[config.mk]
export PLATFORM = sky130hd
export DESIGN_NAME = muldiv_iter
export DESIGN_NICKNAME = d
export VERILOG_FILES = /design/src/rtl/muldiv_pkg.sv /design/src/rtl/muldiv_sign_prep.sv /design/src/rtl/muldiv_step.sv /design/src/rtl/muldiv_iter.sv
export SDC_FILE = /design/constraint.sdc
export NUM_CORES = 2
export LEC_CHECK = 0
export BUFFER_PORTS_ARGS = -buffer_cell sky130_fd_sc_hd__buf_2
export CAP_MARGIN = 10
export CORE_UTILIZATION = 52
export DETAILED_ROUTE_END_ITERATION = 16
export GPL_TIMING_DRIVEN = 1
export PLACE_DENSITY_LB_ADDON = 0.2
export SYNTH_ARGS = -nofsm -noshare
export SYNTH_HDL_FRONTEND = slang
export SYNTH_SLANG_ARGS = --single-unit
export TNS_END_PERCENT = 50
[constraint.sdc]
create_clock -name clk -period 8.9 [get_ports clk]
set_clock_uncertainty 0.15 [all_clocks]
set_input_delay 2.67 -clock clk [delete_from_list [all_inputs] [get_ports clk]]
set_output_delay 2.67 -clock clk [all_outputs]
set_load 0.02 [all_outputs]
[src/rtl/muldiv_pkg.sv]
package muldiv_pkg;

    typedef enum logic [2:0] {
        OP_MUL    = 3'd0,
        OP_MULH   = 3'd1,
        OP_MULHSU = 3'd2,
        OP_MULHU  = 3'd3,
        OP_DIV    = 3'd4,
        OP_DIVU   = 3'd5,
        OP_REM    = 3'd6,
        OP_REMU   = 3'd7
    } md_op_e;

endpackage

[src/rtl/muldiv_sign_prep.sv]
module muldiv_sign_prep
    import muldiv_pkg::*;
#(
    parameter int W = 32
) (
    input  md_op_e         op,
    input  logic [W-1:0]   a,
    input  logic [W-1:0]   b,
    output logic [W-1:0]   a_mag,
    output logic [W-1:0]   b_mag,
    output logic           prod_neg,
    output logic           rem_neg
);
    logic a_signed, b_signed, a_neg, b_neg;

    always_comb begin
        a_signed = (op == OP_MULH) || (op == OP_MULHSU) || (op == OP_DIV) || (op == OP_REM);
        b_signed = (op == OP_MULH) || (op == OP_DIV) || (op == OP_REM);
        a_neg    = a_signed && a[W-1];
        b_neg    = b_signed && b[W-1];
        a_mag    = a_neg ? -a : a;
        b_mag    = b_neg ? -b : b;
        prod_neg = a_neg ^ b_neg;
        rem_neg  = a_neg;
    end
endmodule

[src/rtl/muldiv_step.sv]
module muldiv_step #(
    parameter int W    = 32,
    parameter bit FAST = 1'b1
) (
    input  logic           is_div,
    input  logic [2*W-1:0] mcand,
    input  logic [W-1:0]   mplier,
    input  logic [2*W-1:0] acc,
    output logic [2*W-1:0] mcand_n,
    output logic [W-1:0]   mplier_n,
    output logic [2*W-1:0] acc_n
);
    localparam int H = W / 2;

    logic [2*W-1:0] mul_acc, mul_mcand;
    logic [W-1:0]   mul_mplier;
    logic [2*W-1:0] div_acc;

    generate
        if (FAST) begin : g_fast
            always_comb begin
                mul_acc    = acc + mcand * {{(2*W-H){1'b0}}, mplier[H-1:0]};
                mul_mcand  = mcand << H;
                mul_mplier = mplier >> H;
            end
        end else begin : g_slow
            always_comb begin
                mul_acc    = acc + (mplier[0] ? mcand : '0);
                mul_mcand  = mcand << 1;
                mul_mplier = mplier >> 1;
            end
        end
    endgenerate

    logic [W:0]   trial;
    logic         fits;
    logic [W-1:0] rem_next;

    always_comb begin
        trial    = {acc[2*W-1:W], acc[W-1]};
        fits     = trial >= {1'b0, mcand[W-1:0]};
        rem_next = fits ? W'(trial - {1'b0, mcand[W-1:0]}) : trial[W-1:0];
        div_acc  = {rem_next, acc[W-2:0], fits};
    end

    always_comb begin
        if (is_div) begin
            acc_n    = div_acc;
            mcand_n  = mcand;
            mplier_n = mplier;
        end else begin
            acc_n    = mul_acc;
            mcand_n  = mul_mcand;
            mplier_n = mul_mplier;
        end
    end
endmodule

[src/rtl/muldiv_iter.sv]
module muldiv_iter
    import muldiv_pkg::*;
#(
    parameter int W        = 32,
    parameter bit FAST_MUL = 1'b1
) (
    input  logic         clk,
    input  logic         rst_n,
    input  logic         start_i,
    input  logic [2:0]   op_i,
    input  logic [W-1:0] a_i,
    input  logic [W-1:0] b_i,
    output logic         busy_o,
    output logic         done_o,
    output logic [W-1:0] result_o
);
    localparam int CW         = $clog2(W + 6) + 1;
    localparam int DIV_STALL  = W + 5;
    localparam int FMUL_STEPS = 2;
    localparam int MUL_STEPS  = FAST_MUL ? FMUL_STEPS : W;
    localparam int MULL_STALL = FAST_MUL ? 2 : W;
    localparam int MULH_STALL = FAST_MUL ? 3 : W;

    typedef struct packed {
        logic           busy;
        logic           done;
        logic [CW-1:0]  cnt;
        logic [CW-1:0]  phase;
        md_op_e         op;
        logic [W-1:0]   a_raw;
        logic           b_zero;
        logic           pneg;
        logic           rneg;
        logic [2*W-1:0] mcand;
        logic [W-1:0]   mplier;
        logic [2*W-1:0] acc;
        logic [W-1:0]   res;
    } md_state_t;

    md_state_t q, d;

    md_op_e         op_in;
    logic [W-1:0]   a_mag, b_mag;
    logic           pneg_in, rneg_in;
    logic [2*W-1:0] mcand_n, acc_n;
    logic [W-1:0]   mplier_n;

    assign op_in = md_op_e'(op_i);

    muldiv_sign_prep #(.W(W)) u_prep (
        .op       (op_in),
        .a        (a_i),
        .b        (b_i),
        .a_mag    (a_mag),
        .b_mag    (b_mag),
        .prod_neg (pneg_in),
        .rem_neg  (rneg_in)
    );

    muldiv_step #(.W(W), .FAST(FAST_MUL)) u_step (
        .is_div   (q.op[2]),
        .mcand    (q.mcand),
        .mplier   (q.mplier),
        .acc      (q.acc),
        .mcand_n  (mcand_n),
        .mplier_n (mplier_n),
        .acc_n    (acc_n)
    );

    logic           finish;
    logic [CW-1:0]  step_lim;
    logic [2*W-1:0] prod;
    logic [W-1:0]   quo, rem, final_res;

    always_comb begin
        prod = q.pneg ? -q.acc : q.acc;
        quo  = q.acc[W-1:0];
        rem  = q.acc[2*W-1:W];
        if (!q.op[2]) begin
            final_res = (q.op == OP_MUL) ? prod[W-1:0] : prod[2*W-1:W];
        end else if (q.b_zero) begin
            final_res = q.op[1] ? q.a_raw : '1;
        end else if (!q.op[1]) begin
            final_res = q.pneg ? -quo : quo;
        end else begin
            final_res = q.rneg ? -rem : rem;
        end
    end

    always_comb begin
        d        = q;
        d.done   = 1'b0;
        finish   = 1'b0;
        step_lim = q.op[2] ? CW'(W) : CW'(MUL_STEPS);
        if (!q.busy) begin
            if (start_i) begin
                d.busy   = 1'b1;
                d.op     = op_in;
                d.a_raw  = a_i;
                d.b_zero = (b_i == '0);
                d.pneg   = pneg_in;
                d.rneg   = rneg_in;
                d.phase  = '0;
                if (op_in[2]) begin
                    d.mcand  = {{W{1'b0}}, b_mag};
                    d.mplier = '0;
                    d.acc    = {{W{1'b0}}, a_mag};
                    d.cnt    = (b_i == '0) ? CW'(1) : CW'(DIV_STALL);
                end else begin
                    d.mcand  = {{W{1'b0}}, a_mag};
                    d.mplier = b_mag;
                    d.acc    = '0;
                    d.cnt    = (op_in == OP_MUL) ? CW'(MULL_STALL) : CW'(MULH_STALL);
                end
            end
        end else begin
            if (!FAST_MUL && q.op == OP_MUL) begin
                finish = (q.mplier == '0);
            end else begin
                finish = (q.cnt == '0);
            end
            if (finish) begin
                d.busy = 1'b0;
                d.done = 1'b1;
                d.res  = final_res;
            end else begin
                d.cnt = q.cnt - CW'(1);
                if (q.phase < step_lim) begin
                    d.acc    = acc_n;
                    d.mcand  = mcand_n;
                    d.mplier = mplier_n;
                    d.phase  = q.phase + CW'(1);
                end
            end
        end
    end

    always_ff @(posedge clk or negedge rst_n) begin
        if (!rst_n) begin
            q <= '0;
        end else begin
            q <= d;
        end
    end

    assign busy_o   = q.busy;
    assign done_o   = q.done;
    assign result_o = q.res;

    // Edge counter used only by the latency assertions below.
    logic [CW-1:0] lat_q;
    always_ff @(posedge clk or negedge rst_n) begin
        if (!rst_n) begin
            lat_q <= '0;
        end else if (start_i && !busy_o) begin
            lat_q <= '0;
        end else if (busy_o) begin
            lat_q <= lat_q + CW'(1);
        end
    end

    a_r1_busy_from_start: assert property (@(posedge clk) disable iff (!rst_n)
        $rose(busy_o) |-> $past(start_i));

    a_r6_busy_done_apart: assert property (@(posedge clk) disable iff (!rst_n)
        !(busy_o && done_o));

    a_r10_single_pulse: assert property (@(posedge clk) disable iff (!rst_n)
        done_o |=> !done_o);

    a_r11_capture_stable: assert property (@(posedge clk) disable iff (!rst_n)
        (busy_o && $past(busy_o)) |-> ($stable(q.op) && $stable(q.a_raw) && $stable(q.b_zero)));

    a_r9_div_latency: assert property (@(posedge clk) disable iff (!rst_n)
        (done_o && q.op[2] && !q.b_zero) |-> (lat_q == CW'(DIV_STALL + 1)));

    a_r9_div_zero_latency: assert property (@(posedge clk) disable iff (!rst_n)
        (done_o && q.op[2] && q.b_zero) |-> (lat_q == CW'(2)));

    a_r5_zero_div_ones: assert property (@(posedge clk) disable iff (!rst_n)
        (done_o && q.op[2] && !q.op[1] && q.b_zero) |-> (result_o == '1));

    generate
        if (FAST_MUL) begin : g_fast_chk
            a_r7_fast_mul_latency: assert property (@(posedge clk) disable iff (!rst_n)
                (done_o && !q.op[2]) |-> (lat_q == ((q.op == OP_MUL) ? CW'(3) : CW'(4))));
        end else begin : g_slow_chk
            a_r8_slow_mulh_latency: assert property (@(posedge clk) disable iff (!rst_n)
                (done_o && !q.op[2] && q.op != OP_MUL) |-> (lat_q == CW'(W + 1)));
        end
    endgenerate
endmodule

==> run_results.csv <==
group,metric,value,unit
sta,period_needed,8.140,ns
critical_path,timing.rr.start,"q[138]$_DFFE_PN0P_",
route,drt.antenna.violating_nets,0,
placement,dpl_cell_area,46850,sq um
global_route,track_usage,35.48,%
clocking,cts_tree,"yes",
run_status,run_status,"complete, no violations",
yosys,synth_most_common_cell,"inv_1",
critical_path,critPathLaunchType,"register",
critical_path,endpoint_kind,"register",
min_path,hold_start,"q[220]$_DFFE_PN0P_",
yosys,yosysSeqAreaShare,13.47,%
sta,period_share,91.46,%
floorplanning,initial_utilization,52.62,%
placement,place_inst,6566,
sta,fmax,122.8,MHz
floorplanning,die_height,298.5,microns
floorplanning,num_rows,108,
yosys,synth_ff_type,"dfrtp_1",
yosys,synthArstFlopShare,100.0,%
critical_path,critPathRequiredTime,9.26,ns
route,vias,38970,
clocking,cts_resized,0,
placement,port_buffers,103,
route,post-route-drc-count,0,
sta,maxSlewViolCount,0,
finish,area_growth,4.576,%
yosys,synth-edff-count,0,
clocking,h-tree-depth,1,
sta,rsz0062_at_grt,"false",
sta,final-hold-violation-count,0,
route,drtIter0Drc,4502,
route,routed_wl,155400,microns
yosys,yosysTopAreaCellShare,35.69,%
yosys,synth_seq_cells,246,
clocking,clk_latency,0.61,ns
yosys,synth_area_leaders,"fa_1 (36%), dfrtp_1 (13%), inv_1 (9.0%)",
finish,layout.nets,6466,
clocking,cts_buffers,29,
clocking,cts.sinks,246,
clocking,clk_pin_slew,0.07,ns
placement,detailedPlacementHpwl,124500,microns
sta,finalSetupViolCount,0,
finish,drive_above_1_share,5.290,%
route,drt-pass1-iter-count,6,
global_route,antenna_found_initial,2,
critical_path,arrival,8.50,ns
critical_path,path_class,"reg2reg",
global_route,grt_pass1_wl,241900,microns
yosys,synth.cell_area,45720,sq um
clocking,cts-root-buf,"clkbuf_16",
route,routed_via_density,5.887,
sta,max_slew.worst_pin.slew,1.160,ns
flow_run,drv_cap,0,
finish,final_cell_area,47810,sq um
yosys,synthCells,5603,
clocking,hold_buffers,0,
critical_path,cp-startpoint,"q[138]$_DFFE_PN0P_",
floorplanning,pin_count,104,
sta,worst_slew_margin_rel,22.64,%
route,routedWlPerCell,23.48,microns
yosys,synth_area_leader_cell,"fa_1",
yosys,yosys-top-cells-count,"inv_1 (1,094), nand2_1 (1,048), fa_1 (815)",
yosys,yosysWarnings,0,
yosys,synth_fp_nets,6627,
global_route,grt_pass1_vias,39220,
global_route,grt_max_degree,107,
sta,tns,0,ns
yosys,synth.distinct_cells,78,
finish,final_cells,6619,
clocking,cts_setup_buffers,0,
min_path,worstHoldPathType,"reg2reg",
yosys,postSynthAreaPerCell,8.159,sq um
floorplanning,dieWidth,298.5,microns
critical_path,crit_fanout,19,
global_route,gr-total-overflow,0,
floorplanning,die_area,89110,sq um
clocking,clk_path_buf_depth,3,
placement,place.gp.congestion,1.013,
floorplanning,coreArea,86890,sq um
==> path summary, 6_finish.rpt <==
| kind | end | slack [ns] | cells after the start |
|---|---|---|---|
| min in group asynchronous | result_o[18]$_DFFE_PN0P_ | 2.00 | 1 |
| worst min-delay path | q[220]$_DFFE_PN0P_ | 0.33 | 2 |
| worst max register to register | q[94]$_DFFE_PN0P_ | 0.76 | 23 |
| worst max-delay path | q[94]$_DFFE_PN0P_ | 0.76 | 23 |
| worst min register to register | q[220]$_DFFE_PN0P_ | 0.33 | 2 |
| max in group asynchronous | q[103]$_DFFE_PN0P_ | 5.17 | 2 |
==> cell type report <==
class | instances | area [sq um]
clock inverters | 11 | 150.1
well taps | 1155 | 1445
diodes | 1 | 2.502
flip-flops and latches | 246 | 6180
repair buffers | 188 | 1164
multi-input cells | 3880 | 33940
clock buffers | 41 | 810.8
fillers | 8190 | 39080
inverters | 1097 | 4118
==> flip-flops by register name (all words and copies together) (netlist names) <==
register	flops
busy_o	1
result_o	32
q	212
done_o	1
==> logic make-up after synthesis <==
family	after synthesis	share of synthesized area, %
flip-flops	246	13.47
adder cells (fa/ha/maj)	954	39.49
multiplexers	21	0.4735
XOR/XNOR	264	5.058
AND/OR/NAND/NOR	1754	17.13
AO/OA/AOI/OAI	887	11.99
buffers and inverters	1477	12.39
==> stage by stage <==
stage	setup WS [ns]	hold slack [ns]	util, %
floorplan	1.988	0.2891	-
global placement	1.101	0.3063	53.92
detailed placement	1.010	0.3128	53.92
CTS	0.9309	0.3276	55.02
global route	0.3264	0.3398	55.02
finish	0.7598	0.3266	55.02
==> cells in the final DEF, fill, tap and decap left out, drive strengths merged, types with 7 or more instances in the layout <==
| cell | count |
|---|---|
| a22oi | 16 |
| and3 | 13 |
| o21a | 16 |
| a21oi | 272 |
| ha | 139 |
| xnor2 | 209 |
| nor3 | 41 |
| mux2i | 16 |
| or4 | 16 |
| dfrtp | 246 |
| o21ai | 268 |
| a31oi | 20 |
| inv | 1096 |
| a221oi | 36 |
| o2111ai | 8 |
| fa | 815 |
| o21bai | 15 |
| o22ai | 20 |
| o41ai | 15 |
| clkbuf | 41 |
| or2 | 12 |
| and2 | 260 |
| o31ai | 44 |
| o221ai | 17 |
| nor2 | 187 |
| a211oi | 24 |
| nand2 | 1048 |
| clkinv | 7 |
| nor2b | 9 |
| nor4 | 19 |
| a21o | 34 |
| nand3 | 64 |
| nand4 | 30 |
| buf | 188 |
| or3 | 19 |
| o211ai | 31 |
| a221o | 7 |
| xor2 | 55 |
| nand2b | 23 |
==> critical path, cell delays in order (launching register included) <==
cell and delay, ns:
dfrtp_1 0.91, nand2_1 0.19, fa_1 0.55, fa_1 0.60, fa_1 0.46, fa_1 0.56, inv_1 0.05, fa_1 0.48
inv_1 0.06, fa_1 0.53, inv_1 0.04, ha_1 0.36, nand4_1 0.14, nor3_1 0.22, o211ai_1 0.20, a31oi_1 0.43
a311oi_1 0.16, buf_4 0.18, o311a_1 0.40, a21boi_0 0.73, a211oi_1 0.17, a31oi_1 0.18, o2111ai_1 0.12, o22ai_1 0.15
==> per-layer routing <==
layer	vias up	global-route usage (%)	part of all wire, %
met5	-	0	0
met4	0	11.15	3.5
met3	264	5.772	11
met2	2179	53.75	44
met1	19660	52.11	42
li1	16860	-	-
Power is not shown: default switching activity piles up to over one toggle a cycle in this logic, so the estimate is an artifact.
